$ cat src/rtl/mesi_pkg.sv
package mesi_pkg;

    typedef enum logic [1:0] {
        ST_I = 2'b00,
        ST_S = 2'b01,
        ST_E = 2'b10,
        ST_M = 2'b11
    } mesi_t;

    typedef enum logic [1:0] {
        OP_NONE = 2'b00,
        OP_RD   = 2'b01,
        OP_RFO  = 2'b10,
        OP_INV  = 2'b11
    } busop_t;

    typedef struct packed {
        logic  shared;
        logic  supply;
        logic  wb;
        mesi_t next;
    } snp_rsp_t;

    // Response and next state of a held line when another cache's operation is seen
    function automatic snp_rsp_t snoop_react(mesi_t st, busop_t op);
        snp_rsp_t r;
        r.shared = 1'b0;
        r.supply = 1'b0;
        r.wb     = 1'b0;
        r.next   = st;
        if (st != ST_I) begin
            unique case (op)
                OP_RD: begin
                    r.shared = 1'b1;
                    r.supply = (st == ST_E) || (st == ST_M);
                    r.wb     = (st == ST_M);
                    r.next   = (st == ST_S) ? ST_S : ST_S;
                end
                OP_RFO: begin
                    r.supply = (st == ST_M);
                    r.next   = ST_I;
                end
                OP_INV: begin
                    r.next   = ST_I;
                end
                default: r.next = st;
            endcase
        end
        return r;
    endfunction

    // Bus operation a processor access needs from the current line state
    function automatic busop_t needed_op(mesi_t st, logic we);
        busop_t op;
        if (!we) begin
            op = (st == ST_I) ? OP_RD : OP_NONE;
        end else begin
            unique case (st)
                ST_I:    op = OP_RFO;
                ST_S:    op = OP_INV;
                default: op = OP_NONE;
            endcase
        end
        return op;
    endfunction

    // Final state once a bus operation of ours completes
    function automatic mesi_t fill_state(busop_t op, logic others_hold);
        if (op == OP_RD) begin
            return others_hold ? ST_S : ST_E;
        end
        return ST_M;
    endfunction

endpackage

$ cat src/rtl/mesi_line_store.sv
module mesi_line_store
    import mesi_pkg::*;
#(
    parameter int IDX_W = 3,
    parameter int TAG_W = 6
) (
    input  logic             clk,
    input  logic             rst,
    input  logic [IDX_W-1:0] cpu_idx,
    output mesi_t            cpu_st,
    output logic [TAG_W-1:0] cpu_tag,
    input  logic [IDX_W-1:0] snp_idx,
    output mesi_t            snp_st,
    output logic [TAG_W-1:0] snp_tag,
    input  logic             loc_upd,
    input  logic [TAG_W-1:0] loc_tag,
    input  mesi_t            loc_st,
    input  logic             snp_upd,
    input  mesi_t            snp_new
);
    localparam int LINES = 1 << IDX_W;

    typedef struct packed {
        logic [TAG_W-1:0] tag;
        mesi_t            st;
    } line_t;

    line_t lines [LINES];

    for (genvar g = 0; g < LINES; g++) begin : g_line
        line_t q;
        always_ff @(posedge clk) begin
            if (rst) begin
                q.tag <= '0;
                q.st  <= ST_I;
            end else if (loc_upd && (cpu_idx == IDX_W'(g))) begin
                // the local completion wins over a snoop in the same cycle
                q.tag <= loc_tag;
                q.st  <= loc_st;
            end else if (snp_upd && (snp_idx == IDX_W'(g))) begin
                q.st  <= snp_new;
            end
        end
        assign lines[g] = q;
    end

    assign cpu_st  = lines[cpu_idx].st;
    assign cpu_tag = lines[cpu_idx].tag;
    assign snp_st  = lines[snp_idx].st;
    assign snp_tag = lines[snp_idx].tag;

endmodule

$ cat src/rtl/mesi_snoop_unit.sv
module mesi_snoop_unit
    import mesi_pkg::*;
#(
    parameter int TAG_W = 6
) (
    input  logic [1:0]       op_in,
    input  logic [TAG_W-1:0] addr_tag,
    input  mesi_t            line_st,
    input  logic [TAG_W-1:0] line_tag,
    output logic             rsp_shared,
    output logic             rsp_supply,
    output logic             rsp_wb,
    output logic             upd,
    output mesi_t            upd_st
);
    mesi_t    eff_st;
    snp_rsp_t rsp;

    always_comb begin
        eff_st     = (line_tag == addr_tag) ? line_st : ST_I;
        rsp        = snoop_react(eff_st, busop_t'(op_in));
        rsp_shared = rsp.shared;
        rsp_supply = rsp.supply;
        rsp_wb     = rsp.wb;
        upd        = (eff_st != ST_I) && (rsp.next != eff_st);
        upd_st     = rsp.next;
    end

endmodule

$ cat src/rtl/mesi_req_ctrl.sv
module mesi_req_ctrl
    import mesi_pkg::*;
(
    input  logic       clk,
    input  logic       rst,
    input  logic       cpu_req,
    input  logic       cpu_we,
    input  mesi_t      cur_st,
    input  logic       collide,
    input  logic       bus_gnt,
    input  logic       bus_done,
    input  logic       bus_shared,
    output logic       cpu_ack,
    output logic       cpu_stall,
    output logic       bus_req,
    output logic [1:0] bus_op,
    output logic       loc_upd,
    output mesi_t      loc_st
);
    typedef enum logic {PH_IDLE, PH_XFER} phase_t;

    phase_t phase_q;
    busop_t held_q;
    busop_t want;

    always_comb begin
        want    = needed_op(cur_st, cpu_we);
        cpu_ack = 1'b0;
        bus_req = 1'b0;
        bus_op  = OP_NONE;
        loc_upd = 1'b0;
        loc_st  = ST_M;
        if (phase_q == PH_XFER) begin
            bus_req = 1'b1;
            bus_op  = held_q;
            if (bus_done) begin
                cpu_ack = 1'b1;
                loc_upd = 1'b1;
                loc_st  = fill_state(held_q, bus_shared);
            end
        end else if (cpu_req && !collide) begin
            if (want == OP_NONE) begin
                cpu_ack = 1'b1;
                loc_upd = cpu_we;
                loc_st  = ST_M;
            end else begin
                bus_req = 1'b1;
                bus_op  = want;
            end
        end
        cpu_stall = cpu_req && !cpu_ack;
    end

    always_ff @(posedge clk) begin
        if (rst) begin
            phase_q <= PH_IDLE;
            held_q  <= OP_NONE;
        end else if (phase_q == PH_IDLE) begin
            if (bus_req && bus_gnt) begin
                phase_q <= PH_XFER;
                held_q  <= want;
            end
        end else if (bus_done) begin
            phase_q <= PH_IDLE;
        end
    end

endmodule

$ cat src/rtl/mesi_ctrl.sv
module mesi_ctrl
    import mesi_pkg::*;
#(
    parameter int IDX_W = 3,
    parameter int TAG_W = 6
) (
    input  logic                   clk,
    input  logic                   rst,
    input  logic                   cpu_req,
    input  logic                   cpu_we,
    input  logic [TAG_W+IDX_W-1:0] cpu_addr,
    output logic                   cpu_ack,
    output logic                   cpu_stall,
    output logic                   bus_req,
    output logic [1:0]             bus_op,
    output logic [TAG_W+IDX_W-1:0] bus_addr,
    input  logic                   bus_gnt,
    input  logic                   bus_done,
    input  logic                   bus_shared,
    input  logic [1:0]             snp_op,
    input  logic [TAG_W+IDX_W-1:0] snp_addr,
    output logic                   snp_shared,
    output logic                   snp_supply,
    output logic                   snp_wb
);
    localparam int ADDR_W = TAG_W + IDX_W;

    logic [IDX_W-1:0] cpu_idx, snp_idx;
    logic [TAG_W-1:0] cpu_tag_in, snp_tag_in;
    mesi_t            cpu_line_st, snp_line_st, cpu_eff_st;
    logic [TAG_W-1:0] cpu_line_tag, snp_line_tag;
    logic             loc_upd, snp_upd, collide;
    mesi_t            loc_st, snp_new;

    assign cpu_idx    = cpu_addr[IDX_W-1:0];
    assign cpu_tag_in = cpu_addr[ADDR_W-1:IDX_W];
    assign snp_idx    = snp_addr[IDX_W-1:0];
    assign snp_tag_in = snp_addr[ADDR_W-1:IDX_W];
    assign bus_addr   = cpu_addr;

    assign cpu_eff_st = (cpu_line_tag == cpu_tag_in) ? cpu_line_st : ST_I;
    assign collide    = cpu_req && (snp_op != 2'b00) && (snp_addr == cpu_addr);

    mesi_line_store #(.IDX_W(IDX_W), .TAG_W(TAG_W)) u_store (
        .clk     (clk),
        .rst     (rst),
        .cpu_idx (cpu_idx),
        .cpu_st  (cpu_line_st),
        .cpu_tag (cpu_line_tag),
        .snp_idx (snp_idx),
        .snp_st  (snp_line_st),
        .snp_tag (snp_line_tag),
        .loc_upd (loc_upd),
        .loc_tag (cpu_tag_in),
        .loc_st  (loc_st),
        .snp_upd (snp_upd),
        .snp_new (snp_new)
    );

    mesi_snoop_unit #(.TAG_W(TAG_W)) u_snoop (
        .op_in      (snp_op),
        .addr_tag   (snp_tag_in),
        .line_st    (snp_line_st),
        .line_tag   (snp_line_tag),
        .rsp_shared (snp_shared),
        .rsp_supply (snp_supply),
        .rsp_wb     (snp_wb),
        .upd        (snp_upd),
        .upd_st     (snp_new)
    );

    mesi_req_ctrl u_req (
        .clk        (clk),
        .rst        (rst),
        .cpu_req    (cpu_req),
        .cpu_we     (cpu_we),
        .cur_st     (cpu_eff_st),
        .collide    (collide),
        .bus_gnt    (bus_gnt),
        .bus_done   (bus_done),
        .bus_shared (bus_shared),
        .cpu_ack    (cpu_ack),
        .cpu_stall  (cpu_stall),
        .bus_req    (bus_req),
        .bus_op     (bus_op),
        .loc_upd    (loc_upd),
        .loc_st     (loc_st)
    );

endmodule

$ cat config.mk
export PLATFORM = sky130hd
export DESIGN_NAME = mesi_ctrl
export DESIGN_NICKNAME = d
export VERILOG_FILES = /design/src/rtl/mesi_pkg.sv /design/src/rtl/mesi_line_store.sv /design/src/rtl/mesi_snoop_unit.sv /design/src/rtl/mesi_req_ctrl.sv /design/src/rtl/mesi_ctrl.sv
export SDC_FILE = /design/constraint.sdc
export NUM_CORES = 1
export LEC_CHECK = 0
export BUFFER_PORTS_ARGS = -buffer_cell sky130_fd_sc_hd__buf_4
export CORE_MARGIN = 1
export CORE_UTILIZATION = 61
export CTS_CLUSTER_SIZE = 10
export DETAILED_ROUTE_END_ITERATION = 12
export MAX_ROUTING_LAYER = met4
export PLACE_DENSITY_LB_ADDON = 0.1
export SYNTH_ARGS = -nofsm -noshare
export SYNTH_HDL_FRONTEND = slang
export SYNTH_SLANG_ARGS = --single-unit
$ cat constraint.sdc
create_clock -name clk -period 3 [get_ports clk]
set_input_delay 0.15 -clock clk [delete_from_list [all_inputs] [get_ports clk]]
set_output_delay 0.15 -clock clk [all_outputs]
set_load 0.02 [all_outputs]
**After elaboration in Yosys (flattened, before gate mapping)**

Cells that the tools add are included.

- $lt $le $gt $ge: 2
- Eq/ne operators: 25
- Mux-type cells: 56
- Bitwise logic cells: 3
- Reduce and logical (&&, ||, !) cells: 41

Operator list:

| kind | number |
|---|---|
| $mux 2 | 27 |
| $bmux 8 s3 | 2 |
| $mux 8 | 4 |
| $eq 3x3->1 const B | 8 |
| $logic_and 1x1->1 | 22 |
| $reduce_bool 2->1 | 10 |
| $mux 1 | 19 |
| $eq 3x2->1 const B | 4 |
| $eq 6x6->1 | 2 |
| $eq 9x9->1 | 1 |
| $eq 2x2->1 const B | 4 |
| $ge 4x4->1 const B | 2 |
| $not 3->4 | 2 |
| $pmux 2 s2 | 2 |
| $eq 2x1->1 const B | 3 |
| $eq 3x1->1 const B | 2 |
| $logic_not 3->1 | 2 |
| $mux 5 | 1 |
| $logic_not 2->1 | 2 |
| $logic_not 1->1 | 2 |
| $ne 2x2->1 | 1 |
| $pmux 1 s2 | 1 |
| $reduce_and 2->1 | 1 |
| $reduce_or 2->1 | 1 |
| other kinds (2) | 2 |

- Bits in registers: 67
- Input port bits: 27
- Output and inout bits: 17
- Word-level logic and storage cells: 145

**Logic depth before layout (Yosys ltp)**

- Depth in word-level cells: 16
- Depth in mapped cells: 12
- Gate-level depth less buffers: 8

**Modules after synthesis**

Synthesis repeated with hierarchy kept, for this count alone.

- Cell total of the unflattened synthesis: 405
- Area total of the unflattened synthesis: 4,386.7 um2

Modules (own cells, without submodules):

| module | times used | cells an instance | area each (um2) | sequential area each (um2) |
|---|---|---|---|---|
| mesi_line_store | 1 | 309 | 3,651.0 | 1,281.2 |
| mesi_req_ctrl | 1 | 34 | 282.8 | 60.1 |
| mesi_ctrl | 1 | 34 | 256.5 | 0.0 |
| mesi_snoop_unit | 1 | 28 | 196.4 | 0.0 |

**Worst setup path before layout**

Ideal clock, no wire load.

- Path kind: in2out
- Start point: input port snp_addr[1]
- End point: output port snp_wb
- Arrival time: 2.221 ns
- Data required time: 2.850 ns
- Path slack: 0.629 ns
- Stages on the path: 8
- Path buffers: 1
- Cell sequence: buf_2 or4b_2 o21ai_0 a21oi_1 xnor2_1 o2111ai_1 nand2b_1 nor3b_1

- Longest elaborated chain between the ends: 9
- Elaborated cells on any way between the ends: 10
- Classes of those cells: 2 x eq/ne; 6 x mux; 1 x bitwise; 1 x reduce/logical

RTL lines:

| item | RTL line | text |
|---|---|---|
| from (decl) | mesi_ctrl.sv:21 | `input logic [TAG_W+IDX_W-1:0] snp_addr,` |
| $not 3->4 (implied by the code) (*) | mesi_line_store.sv:49, mesi_line_store.sv:50 |  |
| $bmux 8 s3 (*) | mesi_line_store.sv:49, mesi_line_store.sv:50 |  |
| $mux 8 (implied by the code) (*) (2 in a row) | mesi_line_store.sv:49 | `assign snp_st = lines[snp_idx].st;` |
| $eq 6x6->1 | mesi_snoop_unit.sv:20 | `eff_st = (line_tag == addr_tag) ? line_st : ST_I;` |
| $mux 2 (*) | mesi_snoop_unit.sv:20 |  |
| $eq 2x2->1 | mesi_pkg.sv:36 | `r.wb = (st == ST_M);` |
| $mux 1 | mesi_pkg.sv:32 | `unique case (op)` |
| $mux 5 (*) | mesi_pkg.sv:31 | `if (st != ST_I) begin` |
| to (decl) | mesi_ctrl.sv:24 | `output logic snp_wb` |

Every way passes the cells marked *; elsewhere a longest branch is shown, timed or not. The select of a mux whose other input is x is not followed.

**Worst setup path after layout**

- Start point: register u_store.g_line[0].q[6] in the netlist's numbering
- End point: output port snp_wb

- Longest elaborated chain between the ends: 8
- Elaborated cells on any way between the ends: 9
- Classes of those cells: 2 x eq/ne; 6 x mux; 1 x reduce/logical

RTL lines:

| item | RTL line | text |
|---|---|---|
| from (decl) | mesi_line_store.sv:31 | `line_t q;` |
| $bmux 8 s3 (*) | mesi_line_store.sv:50 | `assign snp_tag = lines[snp_idx].tag;` |
| $mux 8 (*) (2 in a row) | - |  |
| $eq 6x6->1 (*) | mesi_snoop_unit.sv:20 |  |
| $mux 2 (*) | mesi_snoop_unit.sv:20 |  |
| $eq 2x2->1 | mesi_pkg.sv:36 |  |
| $mux 1 | mesi_pkg.sv:32 |  |
| $mux 5 (*) | mesi_pkg.sv:31 |  |

Marked as above.

==> flow_summary.yaml <==
layout:
  n_fill_cell: 627
  ff_latch_area_sq_um: 1340
  diodes: 0
  area_growth_pct: 9.77
  nNetsFinal: 576
  utilization_pct: 69.7
  final_common_cell: "nand2_1"
  final_cell_mix: "87 x nand2_1, 74 x mux2i_1, 67 x dfxtp_1, 52 x buf_4, 19 x nor2_1"
  multi_input_area_sq_um: 3250
  drive_above_1_share_pct: 22.7
yosys:
  synth_seq_area_share_pct: 27.2
  avgSynthCellArea_sq_um: 9.43
  yosys_warnings: 0
  syn_nets: 553
  synth_cells: 523
  postSynthRegisterBits: 67
  synthSimpleGateAreaFrac_pct: 21.8
  synthFlopType: "dfxtp_1"
  async_reset_ff_share_pct: 0
  synth_edf_count: 0
  synth_xor_area_share_pct: 3.53
  syn-cell-area_sq_um: 4930
  synth_cell_type_count: 69
  synth_top_family_by_area: "multiplexers"
  synth_compound_area_share_pct: 15.2
  post_synth_mux_area_share_pct: 24.7
  yosys.area_share.adder_pct: 0.761
clocking:
  clkTransAtPathRegs_ns: 0.07
  cts_root_buffer: "clkbuf_8"
  htreeDepth: 3
  cts_setup_buffers: 0
  cts.sinks: 67
  clk_latency_ns: 0.34
  cts_tree: "yes"
  post_cts_resize_count: 0
  holdBufCountCts: 0
  clock_path_buffers: 2
  cts_inserted_buffers: 9
sta:
  period_share_pct: 89.5
  setup-violations-final: 0
  max_slew_margin_pct: 47.1
  hold_slack_ns: 0.0354
  tightest_slew_ns: 0.793
  finalMaxSlewViolations: 0
  rsz0062_at_grt: "false"
  finalCriticalPeriod_ns: 2.68
  hold_viol_final: 0
  fin_setup_tns_ns: 0
  finClkSkew_ns: 0.0121
  max_freq_mhz: 373
detailed_routing:
  drc: 0
  avgRoutedWirePerCell_um: 20.2
  drtIter0Drc: 228
  via_per_inst: 6.43
  num_vias: 4197
  drtAntennaViolNets: 0
  drt_wl_total_um: 13200
  dr.pass1.iters: 5
placed_design:
  hpwlAfterDp_um: 9360
  numPortBuffers: 43
  gp_congestion: 0.894
setup_path:
  endpoint_kind: "output port"
  critical_path.max_fanout: 3
  required_ns: 2.85
  cp_slowest_cell: "o31ai_1"
  cp.arrival_ns: 2.53
  cp-endpoint: "snp_wb"
  startpoint: "u_store.g_line[0].q[6]"
  crit_path_start_kind: "flip-flop"
  rr_endpoint: "u_store.g_line[2].q[2]"
  r2r_start: "u_store.g_line[7].q[3]"
  slowest_delay_ns: 0.55
  r2r_setup_slack_ns: 0.57
  path_cells: "mux2_2 -> o22a_1 -> nor2_1 -> o31ai_1 -> o2111ai_1 -> nand2b_1 -> nor3b_1 -> buf_4"
  r2r_cells: 8
  path_class: "reg2out"
floorplan:
  num_rows: 32
  dieArea_sq_um: 8450
  die_h_um: 91.9
  fp.dieW_um: 91.9
  core_sq_um: 7770
  pin_count: 44
  initial_core_util_pct: 63.5
global_route:
  met1_usage_pct: 42.1
  grt_use_met3_pct: 5.39
  grt_pass1_wl_um: 21300
  grt-busiest-layer: "met2"
  grt_usage_pct: 33.7
  globalRoute.totalOverflow: 0
  grt_pass1_vias: 4069
  antenna_found_initial: 0
  use_met2_pct: 54.5
  grt_max_degree: 45
flow_run:
  cap_viol_max_count: 0
power:
  power_density_nw_per_um2: 392
  ir_drop_v: 0.000497
  power_leakage_nw: 2.30
min_path:
  hold_path_class: "in2reg"
status:
  outcome: "finished clean"
[cells in the mapped netlist (3+ instances only)]
cell type / count / area (sq um)
nand4_1: 6 / 37.5
mux2i_1: 74 / 741
nand2b_1: 7 / 43.8
xnor2_1: 9 / 78.8
nor3_4: 5 / 81.3
mux4_2: 16 / 360
nor3b_1: 6 / 45.0
a21oi_1: 13 / 65.1
nand4b_1: 5 / 43.8
nand3b_1: 10 / 75.1
inv_1: 11 / 41.3
a211oi_1: 3 / 22.5
xor2_1: 9 / 78.8
o31ai_1: 4 / 30.0
buf_6: 5 / 56.3
nor2_1: 19 / 71.3
nand2_1: 87 / 327
clkbuf_1: 14 / 52.6
o21ai_0: 12 / 60.1
o22ai_1: 4 / 25.0
nor3_1: 13 / 65.1
a21o_1: 4 / 30.0
nand3_1: 8 / 40.0
mux2_2: 8 / 90.1
buf_4: 13 / 97.6
buf_2: 5 / 25.0
and3_1: 3 / 18.8
o211ai_1: 8 / 60.1
a31oi_1: 11 / 68.8
dfxtp_1: 67 / 1340
a31oi_4: 8 / 170
ha_1: 3 / 37.5
nor2b_1: 6 / 37.5
[routing by layer]
metal,vias up,part of all wire (%)
li1,1965,-
met1,2003,42
met2,191,48
met3,38,6.8
met4,0,3.5
met5,-,0
[logic make-up (layout without fill, tap and decap cells)]
kind of cell / count (synthesis) / in the layout
buffers and inverters: 54 / 82
and+or+nand+nor: 194 / 194
xor gates and xnor gates: 19 / 19
DFF: 67 / 67
adders and majority gates: 3 / 3
AOI/OAI and AO/OA: 86 / 86
muxes: 100 / 100
[metrics by stage]
| step | cells | setup WS, ns | instance area (sq um) | power (mW) |
|---|---|---|---|---|
| finish | 653 | 0.316 | 5410 | 2.12 |
| global route | 653 | 0.192 | 5410 | 2.20 |
| CTS | 653 | 0.344 | 5410 | 2.12 |
| detailed placement | 637 | 0.280 | 5190 | 1.30 |
| global placement | 637 | 0.331 | 5190 | 1.29 |
| floorplan | 523 | 0.629 | 4930 | 1.20 |
[worst max-delay path: cells and delay by family (launching register included)]
family / cells / cell delay, ns
and+or+nand+nor: 3 / 0.52
AOI/OAI and AO/OA: 3 / 0.98
DFF: 1 / 0.36
muxes: 1 / 0.17
buffers and inverters: 1 / 0.17
[report_power, final]
part | switching (mW) | internal [mW] | leakage (nW)
registers | 0.00766 | 0.896 | 0.540
clock network | 0.366 | 0.470 | 0.106
logic | 0.241 | 0.141 | 1.66
[registers in the layout, summed over array words and instances (netlist names)]
| signal | count |
|---|---|
| u_req.phase_q | 1 |
| u_store.g_line.q | 64 |
| u_req.held_q | 2 |
[worst min-delay path by stage]
stage | startpoint | endpoint | cells after the start
2_1_floorplan | rst | u_store.g_line[5].q[1] | 1
3_3_place_gp | rst | u_store.g_line[5].q[1] | 2
3_5_place_dp | rst | u_store.g_line[5].q[1] | 2
4_1_cts | rst | u_store.g_line[5].q[1] | 2
5_1_grt | rst | u_store.g_line[5].q[1] | 2
6_report | rst | u_store.g_line[5].q[1] | 2
[area by class of cell]
type,instances,share of cell area (%)
inverter,12,0.832
timing repair buffer,54,7.95
tap,102,2.36
multi-input combinational,402,60.1
sequential,67,24.8
clock buffer,10,2.36
clock inverter,6,1.66
No activity file was read; power rests on OpenSTA's default activity.
